$ cat config.mk
export PLATFORM = sky130hd
export DESIGN_NAME = txq_weighted_arb
export DESIGN_NICKNAME = d
export VERILOG_FILES = /design/src/rtl/txq_weighted_arb.sv
export SDC_FILE = /design/constraint.sdc
export NUM_CORES = 1
export LEC_CHECK = 0
export ABC_CLOCK_PERIOD_IN_PS = 2500
export BUFFER_PORTS_ARGS = -buffer_cell sky130_fd_sc_hd__buf_2
export CORE_AREA = 4 4 41 43
export CTS_BUF_LIST = sky130_fd_sc_hd__clkbuf_8
export DETAILED_ROUTE_END_ITERATION = 7
export DIE_AREA = 0 0 45 47
export GPL_TIMING_DRIVEN = 0
export MAX_ROUTING_LAYER = met4
export PLACE_DENSITY = 0.6
export SYNTH_ARGS = -nofsm -noshare
export SYNTH_HDL_FRONTEND = slang
export SYNTH_SLANG_ARGS = --single-unit
export TNS_END_PERCENT = 100
$ cat constraint.sdc
create_clock -name clk -period 2.5 [get_ports clk]
set_clock_uncertainty 0.05 [all_clocks]
set_input_delay 0.125 -clock clk [delete_from_list [all_inputs] [get_ports clk]]
set_output_delay 0.125 -clock clk [all_outputs]
set_load 0.005 [all_outputs]
$ cat src/rtl/txq_weighted_arb.sv
module txq_weighted_arb #(
  parameter int CNT_W = 4
) (
  input  logic       clk,
  input  logic       rst_n,
  input  logic       hi_pending,
  input  logic       lo_pending,
  input  logic       hi_run,
  input  logic       lo_run,
  input  logic [2:0] weight_code,
  input  logic       pkt_done,
  output logic [1:0] grant,
  output logic       grant_valid
);

  localparam logic [2:0]       STRICT_CODE = 3'b111;
  localparam logic [CNT_W-1:0] ONE         = CNT_W'(1);

  logic             hi_ok, lo_ok, boundary, strict, quota_met;
  logic             pick_hi, pick_lo;
  logic [CNT_W-1:0] hi_cnt, quota, cnt_nxt;

  assign hi_ok    = hi_pending & hi_run;
  assign lo_ok    = lo_pending & lo_run;
  assign boundary = ~grant_valid | pkt_done;
  assign strict   = weight_code == STRICT_CODE;

  // codes 1..6 give twice the code; code 0 gives one
  assign quota     = (weight_code == 3'd0) ? ONE : CNT_W'({weight_code, 1'b0});
  assign quota_met = hi_cnt >= quota;

  assign pick_lo = lo_ok & (~hi_ok | (~strict & quota_met));
  assign pick_hi = hi_ok & ~pick_lo;

  always_comb begin
    if (!hi_ok && !lo_ok)      cnt_nxt = hi_cnt;
    else if (pick_lo || strict) cnt_nxt = '0;
    else if (quota_met)         cnt_nxt = ONE;
    else                        cnt_nxt = hi_cnt + ONE;
  end

  always_ff @(posedge clk) begin
    if (!rst_n) begin
      grant       <= 2'b00;
      grant_valid <= 1'b0;
      hi_cnt      <= '0;
    end else if (boundary) begin
      grant       <= {pick_lo, pick_hi};
      grant_valid <= pick_lo | pick_hi;
      hi_cnt      <= cnt_nxt;
    end
  end

endmodule

==> flow_summary.json, run 1 <==
{
  "yosys-top-cells-area": "dfxtp_1 28%, ha_1 12%, o21a_1 5.9%",
  "setup.worst_path.end_class": "flop",
  "first_iter_violations": 8,
  "dp_hpwl_um": 794,
  "synth_top_cell_area_share": 0.277,
  "wl_um": 1020,
  "yosys_warnings": 0,
  "clock_latency_ns": 0.22,
  "rows": 13,
  "setup-tns-final_ns": 0,
  "max-vdd-ir-drop_v": 0.000471,
  "critical_path_class": "flop to flop",
  "netlist_area_sq_um": 507,
  "worstHoldStart": "hi_run",
  "cts-hold-fix-buffers": 0,
  "hold_viol": 0,
  "drc": 0,
  "finalSetupViolCount": 0,
  "clock-root-buffer": "clkbuf_8",
  "outcome": "completed",
  "post-route-period-util": 0.812,
  "ctsResizeCount": 0,
  "initial_core_util": 0.389,
  "cp_max_fo": 7,
  "synth.distinct_cells": 27,
  "p_total_w": 0.000322,
  "slew_headroom": 0.647,
  "die_y_um": 47,
  "route.vias.total": 476,
  "antenna_found_initial": 0,
  "rsz0062_at_grt": "false",
  "gp_congestion": 0.735,
  "r2r_start": "hi_cnt[0]",
  "viasPerCell": 5.35,
  "path_clk_slew_ns": 0.04,
  "grt_busiest_layer": "met2",
  "worstHoldPathCells": 3,
  "grt_max_degree": 10,
  "grtUsageMet3": 0.0575,
  "io_pins": 13,
  "ys_ff_latch": 7,
  "power.density_nw_per_um2": 514,
  "ant_nets": 0,
  "die_w_um": 45,
  "drive_above_1_share": 0.257,
  "antenna_cells": 0,
  "hold_class": "input port to flop",
  "core_sq_um": 1300,
  "syn2layout_area_growth_pct": 23.5,
  "r2r-end": "grant[1]",
  "maxCapViolations": 0,
  "slew_viol_final": 0,
  "startpoint_type": "flop",
  "holdPathEnd": "grant[1]",
  "reg2regPathDepth": 6,
  "overflow": 0,
  "avgRoutedWirePerCell_um": 11.5,
  "cts_sinks": 7,
  "cts_buffers": 3,
  "firstDrtPassIters": 4,
  "syn_area_per_cell_sq_um": 8.59,
  "worst_pin_slew_ns": 0.529,
  "h-tree-depth": 1,
  "cts_setup_buffers": 0,
  "grt_usage": 0.122,
  "design.die.area_sq_um": 2120,
  "grt_pass1_wl_um": 1830,
  "synthCells": 59,
  "yosysSeqAreaShare": 0.277,
  "syn_nets": 74,
  "cp.required_ns": 2.57,
  "rrSetupSlack_ns": 0.47,
  "yosys.area.top_type": "dfxtp_1",
  "critPathArrivalTime_ns": 2.10,
  "power_leakage_nw": 0.291,
  "io_buffers": 11,
  "cts_tree": "yes",
  "final.min_clock_period_ns": 2.03,
  "grtUsageMet1": 0.153,
  "first_global_vias": 445,
  "clock_tree.buffer_depth": 2,
  "fmax_mhz": 493,
  "use_met2": 0.181,
  "fin_nets": 90
}
-- cell usage in the layout (no fill, tap or decap) --
cell type	n
a31o_1	1
nor2b_1	2
o311ai_1	2
o21ai_0	3
a2111oi_4	1
a21boi_0	1
o31ai_1	1
nand3_1	1
xor2_1	1
nand2b_4	1
ha_1	5
dfxtp_1	7
nor3_1	3
and3_1	2
nand2_1	7
a21oi_1	1
o211ai_2	1
o21a_1	4
clkbuf_8	3
inv_1	6
clkbuf_2	1
and2_0	1
clkbuf_1	1
nor3_2	1
o2111ai_1	1
buf_2	11
nor2_1	3
o211ai_1	1
a22oi_1	1
-- where the power goes --
| part | switching, W | internal [W] | total (W) |
|---|---|---|---|
| combinational | 0.0000269 | 0.0000235 | 0.0000505 |
| clock | 0.0000460 | 0.000106 | 0.000152 |
| sequential | 0.00000280 | 0.000116 | 0.000119 |
| total | 0.0000758 | 0.000246 | 0.000322 |
-- metrics by stage --
| stage | area (sq um) | worst slack [ns] | cells | hold WS (ns) | utilization |
|---|---|---|---|---|---|
| floorplan | 507 | 0.652 | 59 | 0.284 | - |
| global placement | 581 | 0.465 | 85 | 0.421 | 0.446 |
| detailed placement | 581 | 0.465 | 85 | 0.424 | 0.446 |
| CTS | 626 | 0.465 | 89 | 0.197 | 0.481 |
| global route | 626 | 0.358 | 89 | 0.225 | 0.481 |
| finish | 626 | 0.470 | 89 | 0.197 | 0.481 |
-- sequential cells by signal, indices dropped and copies added (netlist names) --
name	count
hi_cnt	4
grant	2
grant_valid	1
-- per-layer routing --
| metal | up-vias | wire length [um] |
|---|---|---|
| met1 | 219 | 487 |
| met4 | 0 | 5 |
| met2 | 11 | 466 |
| met5 | - | 0 |
| li1 | 244 | - |
| met3 | 2 | 61 |
-- how the worst max path moves through the flow --
stage | from | endpoint | cells past startpoint
after global routing | hi_cnt[0] | grant[1] | 6
final | hi_cnt[0] | grant[1] | 6
after CTS | hi_cnt[0] | grant[1] | 6
after floorplan | hi_cnt[0] | grant[1] | 6
after global placement | hi_cnt[0] | grant[1] | 6
after detailed placement | hi_cnt[0] | grant[1] | 6
-- worst max-delay path: stages, from the launching register on --
cell       delay [ns]
dfxtp_1          0.40
inv_1            0.06
ha_1             0.28
nand2b_4         0.15
a2111oi_4        0.56
o311ai_1         0.18
a31o_1           0.24
-- cells by family after synthesis --
| group | Yosys count | share of synthesized area |
|---|---|---|
| AO/OA/AOI/OAI | 18 | 0.306 |
| XOR/XNOR | 1 | 0.0173 |
| flip-flops | 7 | 0.277 |
| AND/OR/NAND/NOR | 21 | 0.222 |
| buffers and inverters | 7 | 0.0543 |
| adder cells (fa/ha/maj) | 5 | 0.123 |
-- cell type report --
class                           count  area, sq um
Sequential cell                     7          140
Timing Repair Buffer               11         55.1
Clock inverter                      1         3.75
Inverter                            5         18.8
Clock buffer                        3         41.3
Tap cell                           15         18.8
Buffer                              2         8.76
Multi-Input combinational cell     45          339
Fill cell                         137          676
-- cells in the mapped netlist --
master     n
a21boi_0   1
ha_1       5
nor2b_1    2
nand2b_4   1
o21a_1     4
a22oi_1    1
and2_0     1
a21oi_1    1
xor2_1     1
o21ai_0    3
o311ai_1   2
a31o_1     1
nand3_1    1
o2111ai_1  1
nor2_1     3
nand2_1    7
o31ai_1    1
clkbuf_2   1
clkbuf_1   1
dfxtp_1    7
o211ai_2   1
and3_1     2
o211ai_1   1
a2111oi_4  1
nor3_2     1
inv_1      5
nor3_1     3
Power figures use the tool's default switching activity.
==> run 2, diff against run 1 <==
--- a/config.mk
+++ b/config.mk
@@ -5,7 +5,7 @@
 export SDC_FILE = /design/constraint.sdc
 export NUM_CORES = 1
 export LEC_CHECK = 0
-export ABC_CLOCK_PERIOD_IN_PS = 2500
+export ABC_CLOCK_PERIOD_IN_PS = 1800
 export BUFFER_PORTS_ARGS = -buffer_cell sky130_fd_sc_hd__buf_2
 export CORE_AREA = 4 4 41 43
 export CTS_BUF_LIST = sky130_fd_sc_hd__clkbuf_8
@@ -13,7 +13,7 @@
 export DIE_AREA = 0 0 45 47
 export GPL_TIMING_DRIVEN = 0
 export MAX_ROUTING_LAYER = met4
-export PLACE_DENSITY = 0.6
+export PLACE_DENSITY = 0.62
 export SYNTH_ARGS = -nofsm -noshare
 export SYNTH_HDL_FRONTEND = slang
 export SYNTH_SLANG_ARGS = --single-unit
==> constraint.sdc (replaced) <==
create_clock -name clk -period 1.8 [get_ports clk]
set_clock_uncertainty 0.05 [all_clocks]
set_input_delay 0.09 -clock clk [delete_from_list [all_inputs] [get_ports clk]]
set_output_delay 0.09 -clock clk [all_outputs]
set_load 0.005 [all_outputs]
==> run 2 against run 1 <==
First-iteration DRC count grew 38%. Clock-buffer cell count is the same. Power grew 44%. Setup slack lost 0.37 ns. Non-clock buffer count grew 3. Core utilization grew 3.4 points. Critical path depth grew 1. Sequential share of layout area shrank 1.3 points. Clock power grew 42%. Hold slack lost 0.055 ns. Maximum frequency grew 19%. Largest cell class unchanged. Combinational power grew 63%.
==> flow_summary.json, run 2 (synthesis gave the netlist of run 1 again) <==
{
  "die_y_um": 47,
  "crit_path_cell_trace": "inv_2 > ha_4 > nand2b_4 > a2111oi_4 > buf_4 > o311ai_1 > a31o_1",
  "reg2regPathDepth": 7,
  "h-tree-depth": 1,
  "setup.worst_path.end_class": "flop",
  "grt_usage": 0.126,
  "cts_tree": "yes",
  "critical_path_class": "flop to flop",
  "fin_hold_ws_ns": 0.142,
  "path_clk_slew_ns": 0.04,
  "grt_pass1_wl_um": 1810,
  "first_iter_violations": 11,
  "hold_class": "input port to flop",
  "startpoint_type": "flop",
  "viasPerCell": 5.27,
  "core_sq_um": 1300,
  "clock_tree.buffer_depth": 2,
  "slew_viol_final": 0,
  "post-route-period-util": 0.946,
  "rsz0062_at_grt": "false",
  "rows": 13,
  "cts_buffers": 3,
  "outcome": "completed",
  "worstHoldPathCells": 2,
  "antenna_found_initial": 0,
  "gp_congestion": 0.764,
  "initial_core_util": 0.389,
  "ant_nets": 0,
  "top_regs": "hi_cnt: 4 flops, grant: 2 flops, grant_valid: 1 flops",
  "drive_above_1_share": 0.351,
  "drc": 0,
  "syn2layout_area_growth_pct": 32.1,
  "antenna_cells": 0,
  "cp.required_ns": 1.87,
  "clock-root-buffer": "clkbuf_8",
  "finalSetupViolCount": 0,
  "layout_common_cells": "11 x buf_2, 7 x nand2_1, 6 x dfxtp_1",
  "firstDrtPassIters": 4,
  "final.min_clock_period_ns": 1.70,
  "die_w_um": 45,
  "maxCapViolations": 0,
  "io_pins": 13,
  "p_clk_frac": 0.467,
  "first_global_vias": 454,
  "io_buffers": 11,
  "combPwrFrac": 0.178,
  "power.internal_w": 0.000350,
  "cp_slowest_cell": "a2111oi_4",
  "rrSetupSlack_ns": 0.1,
  "power_leakage_nw": 0.309,
  "p_sw_frac": 0.245,
  "max-vdd-ir-drop_v": 0.000395,
  "dp_hpwl_um": 819,
  "power.density_nw_per_um2": 693,
  "grt_max_degree": 10,
  "avgRoutedWirePerCell_um": 12.1,
  "largest_reg_flops": 4,
  "critPathArrivalTime_ns": 1.77,
  "route.vias.total": 485,
  "critPathMaxStageDelay_ns": 0.33,
  "p_switching_w": 0.000114,
  "hold_viol": 0,
  "seq_power_share": 0.356,
  "cp_max_fo": 6,
  "clock_latency_ns": 0.23,
  "fin_nets": 93,
  "wl_um": 1110,
  "overflow": 0,
  "cts_sinks": 7,
  "regMostFlops": "hi_cnt",
  "mostFrequentLayoutCell": "buf_2",
  "setup-tns-final_ns": 0,
  "worst_pin_slew_ns": 0.329,
  "slew_headroom": 0.780,
  "design.die.area_sq_um": 2120,
  "fmax_mhz": 587
}
[run 2: area by class of cell]
cell class	instances	area, sq um
Clock buffer	3	41.3
Multi-Input combinational cell	45	359
Buffer	2	8.76
Fill cell	140	632
Timing Repair Buffer	14	77.6
Tap cell	15	18.8
Sequential cell	7	141
Inverter	5	18.8
Clock inverter	1	3.75
[run 2: per-layer routing]
metal  GRT usage  part of all wire  vias up
met1       0.151              0.51      211
met4       0.105             0.027        0
met2       0.181              0.42       16
met3      0.0230             0.050        5
li1            -                 -      253
met5           -                 0        -
[run 2: critical path: cells and delay by family (launching register included)]
family	cells	cell delay (ns)
simple gates	1	0.14
buf+inv	2	0.23
fa+ha+maj	1	0.19
flops	1	0.32
compound gates	3	0.65
[run 2: per-stage QoR]
stage	cells	setup slack [ns]	power (W)	util	area, sq um
floorplan	59	0.00444	0.000215	-	507
global placement	85	-0.146	0.000237	0.446	581
detailed placement	85	-0.163	0.000239	0.446	581
CTS	92	0.0549	0.000470	0.511	664
global route	92	0.0186	0.000489	0.514	669
finish	92	0.0967	0.000464	0.514	669
[run 2: what timing repair did]
action / CTS / global route
setup buffers: 3 / 0
endpoints found under the setup margin: 5 / 2
gates resized for setup: 4 / 1
pin swaps: 4 / 1
hold buffers: 0 / 0
[run 2: power by group through the flow]
stage / sequential, W / clock (W) / combinational [W]
after floorplan: 0.000168 / 0 / 0.0000466
after global placement: 0.000168 / 0 / 0.0000690
after detailed placement: 0.000168 / 0 / 0.0000705
after CTS: 0.000165 / 0.000223 / 0.0000824
after global routing: 0.000166 / 0.000232 / 0.0000917
final: 0.000165 / 0.000216 / 0.0000824
[run 2: path summary, 6_finish.rpt]
| kind | from | to |
|---|---|---|
| max | hi_cnt[0] | grant[1] |
| min | rst_n | grant_valid |
| max reg2reg | hi_cnt[0] | grant[1] |
| min reg2reg | hi_cnt[3] | hi_cnt[3] |
